**src/rtl/xmit_pkg.sv**
```systemverilog
package xmit_pkg;
    localparam int CHW = 7;
    localparam logic [CHW-1:0] CH_STX = 7'h02;
    localparam logic [CHW-1:0] CH_ETX = 7'h03;

    typedef enum logic [2:0] {
        ST_RECV,
        ST_WAIT_CTS,
        ST_HDR,
        ST_XMIT,
        ST_DRAIN
    } seq_state_t;
endpackage

```
**src/rtl/xmit_chain.sv**
```systemverilog
module xmit_chain
    import xmit_pkg::*;
#(
    parameter logic [CHW-1:0] HDR_ADDR = 7'h41
) (
    input  logic           clk,
    input  logic           rst,
    input  logic           clr,
    input  logic           hdr_load,
    input  logic           take,
    input  logic [CHW-1:0] din,
    input  logic           pop_en,
    input  logic           if_ready,
    output logic           accept,
    output logic [CHW-1:0] dout,
    output logic           dout_v,
    output logic           empty
);
    localparam int NST = 3;

    logic [CHW-1:0] dat [NST];
    logic [NST-1:0] vld;
    logic [NST-1:0] free;
    logic [NST-1:0] mv;
    logic           pop;

    assign pop = vld[NST-1] & pop_en & if_ready;

    // Free slots ripple back from the output stage so a whole chain can shift at once
    always_comb begin
        free[NST-1] = ~vld[NST-1] | pop;
        for (int i = NST - 2; i >= 0; i--) begin
            mv[i]   = vld[i] & free[i+1];
            free[i] = ~vld[i] | mv[i];
        end
        mv[NST-1] = pop;
    end

    assign accept = take & free[0];

    always_ff @(posedge clk) begin
        if (rst || clr) begin
            vld <= '0;
        end else if (hdr_load) begin
            vld[2] <= 1'b1;
            dat[2] <= CH_STX;
            vld[1] <= 1'b1;
            dat[1] <= HDR_ADDR;
            vld[0] <= 1'b0;
        end else begin
            for (int i = NST - 1; i >= 1; i--) begin
                if (mv[i-1]) begin
                    vld[i] <= 1'b1;
                    dat[i] <= dat[i-1];
                end else if (mv[i]) begin
                    vld[i] <= 1'b0;
                end
            end
            if (accept) begin
                vld[0] <= 1'b1;
                dat[0] <= din;
            end else if (mv[0]) begin
                vld[0] <= 1'b0;
            end
        end
    end

    assign dout   = dat[NST-1];
    assign dout_v = vld[NST-1];
    assign empty  = ~|vld;

    // an output character that is not taken stays put
    assert_out_hold_R6: assert property (@(posedge clk) disable iff (rst)
        (vld[NST-1] && !pop && !clr && !hdr_load) |=> (vld[NST-1] && $stable(dat[NST-1])));
endmodule

```
**src/rtl/xmit_tmo.sv**
```systemverilog
module xmit_tmo #(
    parameter int TMO_CYCLES = 16
) (
    input  logic clk,
    input  logic rst,
    input  logic run,
    output logic done
);
    localparam int TW = $clog2(TMO_CYCLES + 1);
    localparam logic [TW-1:0] LIMIT = TW'(TMO_CYCLES);

    logic [TW-1:0] cnt;

    always_ff @(posedge clk) begin
        if (rst || !run) cnt <= '0;
        else if (cnt != LIMIT) cnt <= cnt + 1'b1;
    end

    assign done = (cnt == LIMIT);

    // once started, the counter advances by one each cycle until it expires
    assert_tmo_step_R7: assert property (@(posedge clk) disable iff (rst)
        (run && !done) |=> (cnt == $past(cnt) + 1'b1));
endmodule

```
**src/rtl/xmit_seq.sv**
```systemverilog
module xmit_seq
    import xmit_pkg::*;
#(
    parameter logic [6:0] HDR_ADDR   = 7'h41,
    parameter int         TMO_CYCLES = 16,
    parameter bit         CTS_ONLY   = 1'b1
) (
    input  logic       clk,
    input  logic       rst,
    input  logic       etx_seen,
    input  logic       xmit_key,
    input  logic       cts,
    input  logic       phase_tick,
    input  logic       cursor_hit,
    input  logic [6:0] mem_char,
    input  logic       if_ready,
    output logic       rts,
    output logic       tx_steer,
    output logic       rx_steer,
    output logic [6:0] out_char,
    output logic       out_valid
);
    seq_state_t state, state_nx;

    logic tx_gate;
    logic start_go;
    logic hdr_go;
    logic take;
    logic accept;
    logic etx_in;
    logic chain_empty;
    logic chain_v;
    logic tmo_done;

    generate
        if (CTS_ONLY) begin : g_gate_cts
            assign tx_gate = cts;
        end else begin : g_gate_cts_rts
            assign tx_gate = cts & rts;
        end
    endgenerate

    assign start_go = (state == ST_RECV) && etx_seen && xmit_key;
    assign hdr_go   = (state == ST_WAIT_CTS) && cts && phase_tick;
    assign take     = (state == ST_XMIT) && cursor_hit;
    assign etx_in   = accept && (mem_char == CH_ETX);

    always_ff @(posedge clk) begin
        if (rst) state <= ST_RECV;
        else     state <= state_nx;
    end

    always_comb begin
        state_nx = state;
        unique case (state)
            ST_RECV:     if (start_go) state_nx = ST_WAIT_CTS;
            ST_WAIT_CTS: if (hdr_go) state_nx = ST_HDR;
            ST_HDR:      if (phase_tick && tx_gate) state_nx = ST_XMIT;
            ST_XMIT:     if (etx_in) state_nx = ST_DRAIN;
            ST_DRAIN:    if (tmo_done && chain_empty) state_nx = ST_RECV;
            default:     state_nx = ST_RECV;
        endcase
    end

    always_comb begin
        rts      = 1'b1;
        rx_steer = 1'b0;
        tx_steer = 1'b0;
        unique case (state)
            ST_RECV: begin
                rts      = 1'b0;
                rx_steer = 1'b1;
            end
            ST_WAIT_CTS, ST_HDR: ;
            ST_XMIT, ST_DRAIN: tx_steer = 1'b1;
            default: ;
        endcase
    end

    xmit_chain #(.HDR_ADDR(HDR_ADDR)) u_chain (
        .clk      (clk),
        .rst      (rst),
        .clr      (start_go),
        .hdr_load (hdr_go),
        .take     (take),
        .din      (mem_char),
        .pop_en   (tx_steer),
        .if_ready (if_ready),
        .accept   (accept),
        .dout     (out_char),
        .dout_v   (chain_v),
        .empty    (chain_empty)
    );

    xmit_tmo #(.TMO_CYCLES(TMO_CYCLES)) u_tmo (
        .clk  (clk),
        .rst  (rst),
        .run  (state == ST_DRAIN),
        .done (tmo_done)
    );

    assign out_valid = chain_v & tx_steer;

    // RTS rises only on a coincident ETX pulse and key press
    assert_start_cond_R2: assert property (@(posedge clk) disable iff (rst)
        $rose(rts) |-> $past(etx_seen && xmit_key));

    // transmit steering rises only after a phase pulse seen with CTS
    assert_tx_after_cts_R4: assert property (@(posedge clk) disable iff (rst)
        $rose(tx_steer) |-> $past(cts && phase_tick));

    // transmit steering never appears without RTS
    assert_tx_with_rts_R8: assert property (@(posedge clk) disable iff (rst)
        tx_steer |-> rts);

    // RTS falls only after the timeout has expired and the chain has drained
    assert_release_R8: assert property (@(posedge clk) disable iff (rst)
        $fell(rts) |-> $past(tmo_done && chain_empty));
endmodule

```
**config.mk**
```make
export PLATFORM = sky130hd
export DESIGN_NAME = xmit_seq
export DESIGN_NICKNAME = d
export VERILOG_FILES = /design/src/rtl/xmit_pkg.sv /design/src/rtl/xmit_chain.sv /design/src/rtl/xmit_tmo.sv /design/src/rtl/xmit_seq.sv
export SDC_FILE = /design/constraint.sdc
export NUM_CORES = 1
export LEC_CHECK = 0
export BUFFER_PORTS_ARGS = -buffer_cell sky130_fd_sc_hd__clkbuf_2
export CORE_MARGIN = 8
export CORE_UTILIZATION = 58
export DETAILED_ROUTE_END_ITERATION = 10
export GPL_TIMING_DRIVEN = 0
export PLACE_DENSITY = 0.82
export SLEW_MARGIN = 5
export SYNTH_ARGS = -nofsm -noshare
export SYNTH_HDL_FRONTEND = slang
export SYNTH_SLANG_ARGS = --single-unit
```
**constraint.sdc**
```tcl
create_clock -name clk -period 5.3 [get_ports clk]
set_input_delay 0.265 -clock clk [delete_from_list [all_inputs] [get_ports clk]]
set_output_delay 0.265 -clock clk [all_outputs]
set_load 0.05 [all_outputs]
```
==> summary.md <==
| Metric | Value |
|---|---|
| DRT antenna net count | `0` |
| Slew headroom | `around two fifths` |
| Proportion of layout cells with a drive suffix above 1 | `28.9%` |
| Critical Path AT | `about 2300 ps` |
| Fin crit share | `44.7%` |
| Post-synth ARST share | `0%` |
| Max VDD drop | `around 0.22 mV` |
| Power per cell area | `276 mW/mm^2` |
| Synth top area share | `42.8%` |
| Clock root cell | `clkbuf_4` |
| Filler instances | `about 180` |
| Area growth, synth to finish | `16.2%` |
| Required @ worst endpoint | `between 5000 and 6000 ps` |
| Die footprint | `0.00441 mm^2` |
| Io pins | `26` |
| # setup viols final | `0` |
| Height of the die | `~66 um` |
| Hold/Removal Path Class | `primary input to register` |
| Dominant cell type by area after synthesis | `edfxtp_1` |
| # DRC | `0` |
| Largest net degree at the start of global routing | `11` |
| Fin Clk Skew | `4.11 ps` |
| Synthesized instance count | `126` |
| Peak Freq | `about 420 MHz` |
| Initial DRC count | `23` |
| GRT Overall Usage | `12.4%` |
| Maximum fanout along the worst path | `8` |
| Yosys warns | `0` |
| DPL Wire Length | `just under 2000 um` |
| Overall routed net length | `2430 um` |
| Seq/Total Area, Yosys | `57.7%` |
| Vias | `995` |
| Slew @ Worst Pin | `923 ps` |
| Mapped Nets | `143` |
| Routability cong. | `0.866` |
| Avg Synthesized Cell Area | `~12 um^2` |
| Total global routing overflow | `0` |
| Synth Flop Type | `edfxtp_1` |
| Synth cell count leaders | `edfxtp_1 (21), and2_1 (13), dfxtp_1 (11)` |
| Status | `completed` |
| Post-synthesis xor/xnor area fraction | `under 10%` |
| Count of final max-slew check failures | `0` |
| Port Buffer Count | `25` |
| Setup TNS | `0 ps` |
| Min Clock Period, post-route | `2370 ps` |
| Clock buffer depth | `2` |
| First-pass GRT wire length | `4140 um` |
| Area of the core | `0.00243 mm^2` |
| Worst skew pair latency | `320 ps` |
| Post-CTS sizing | `0` |
| Initial antenna violation count | `0` |
| RSZ-0062 raised after global routing | `false` |
| Cell Rows | `18` |
| TritonRoute pass-1 iters | `4` |
| Startpoint Class | `register` |
| TritonCTS buffer count | `5` |
| Vias per cell | `5.26` |
| Final hold violations | `0` |
| Worst hold endpoint | `u_chain.dat[0][6]` |
| Synth top area cells | `edfxtp_1 (43%), dfxtp_1 (15%), and2_1 (5.5%)` |
| Number of global-route vias before repair | `995` |
| Hold_ws | `123 ps` |
| Width of the chip | `66.4 um` |
| Crit path kind | `register to register` |
| R2r worst-path depth | `5` |
| Critical Path Sink Type | `register` |
| H-tree Lvls | `2` |
| Reg2reg setup slack | `2930 ps` |
| Netlist Area Pre-Place | `0.00147 mm^2` |
| Synth Area in Simple Gates | `21.5%` |
| Complex-gate fraction of the synthesized area | `9.85%` |
| Drt wl/cell | `12.9 um` |
| Yosys cell types | `38` |
| CTS Sinks | `32` |
| FF-to-FF End | `u_chain.dat[0][6]` |
| Hold path start | `mem_char[6]` |
| Initial Util | `60.6%` |
| MaxCap Viol Count | `0` |
| Adder-cell share of the synthesized area | `1.70%` |
| Largest family of logic cells by synthesized area | `simple AND/OR/NAND/NOR gates` |
| CTS tree | `built` |
| Number of post-CTS setup repair buffers | `0` |
| Top-count cell post-synth | `edfxtp_1` |
| Antenna Cells | `0` |
| RR Startpoint | `state[1]` |
| Mux contribution to synthesized area | `0.679%` |
| Reg clk slew, reported paths | `90 ps` |
| Static leakage power | `around 0.65 nW` |
| EDFF count, synth | `21` |
| WHS Path Cells | `1` |
| Fin nets | `175` |
| Cts hold-fix bufs | `0` |
| Synth Register Bits | `32` |
[how the worst max path moves through the flow]
stage             start  cells after the start                end
2_1_floorplan  state[1]                      5  u_chain.dat[0][0]
3_3_place_gp   state[1]                      5  u_chain.dat[0][6]
3_5_place_dp   state[1]                      5  u_chain.dat[0][5]
4_1_cts        state[1]                      5  u_chain.dat[0][5]
5_1_grt        state[2]                      4  u_chain.dat[0][3]
6_report       state[1]                      5  u_chain.dat[0][6]
[cells by family after synthesis]
| group | count (synthesis) |
|---|---|
| simple gates | 52 |
| xor+xnor | 4 |
| flops | 32 |
| mux | 1 |
| compound gates | 19 |
| fa+ha+maj | 2 |
| buf+inv | 16 |
[report_power, final]
part | switching [mW] | internal [mW] | leakage, nW
registers | 0.00109 | 0.265 | 0.278
logic | 0.0178 | 0.0108 | 0.328
clock network | 0.0797 | 0.0988 | 0.0422
total | 0.0987 | 0.375 | 0.649
[layout by cell type (no fill, tap or decap), types with 2 or more instances in the layout]
cell type	instances
nand3_1	4
clkbuf_2	25
inv_1	6
dfxtp_1	11
edfxtp_1	21
nand2_1	10
o21bai_1	2
nor4bb_1	2
clkbuf_4	5
a21oi_1	5
and2_1	13
buf_4	8
nand2b_1	4
ha_1	2
xor2_1	3
o21ai_0	3
nor3_1	3
a31oi_1	2
nor2_1	5
or4_1	2
[routing by layer]
layer | routed length [um] | vias up | global-route usage [%]
met3 | 189 | 4 | 4.75
met1 | 958 | 454 | 13.3
met2 | 1250 | 27 | 21.1
met5 | 0 | - | 0
li1 | - | 510 | -
met4 | 27 | 0 | 5.60
[area by class of cell]
cell class	instances	area (um^2)	area share [%]
inverter	7	26.3	1.53
timing repair buffer	25	125	7.30
sequential	32	851	49.7
clock buffer	6	41.3	2.41
tap	30	37.5	2.19
buffer	9	65.1	3.80
clock inverter	2	35.0	2.05
multi-input combinational	78	532	31.0
[stage by stage]
| step | util (%) | setup slack [ps] | cell area, um^2 | total power [mW] | cells |
|---|---|---|---|---|---|
| 2_1_floorplan | - | 3020 | 1470 | 0.290 | 126 |
| 3_3_place_gp | 67.3 | 3010 | 1640 | 0.300 | 181 |
| 3_5_place_dp | 67.3 | 2920 | 1640 | 0.301 | 181 |
| 4_1_cts | 70.4 | 2920 | 1710 | 0.477 | 189 |
| 5_1_grt | 70.4 | 2690 | 1710 | 0.489 | 189 |
| 6_report | 70.4 | 2930 | 1710 | 0.473 | 189 |
[flip-flops by register name, summed over array words and instances (netlist names)]
register,flops
u_chain.dat,21
u_chain.vld,3
u_tmo.cnt,5
state,3
[critical path: stages (launching register included)]
cell and delay [ps]:
dfxtp_1 310, buf_2 160, nor3b_2 320, o21ai_1 260, nand4_1 180, nor3b_1 770
Power figures use the tool's default switching activity.
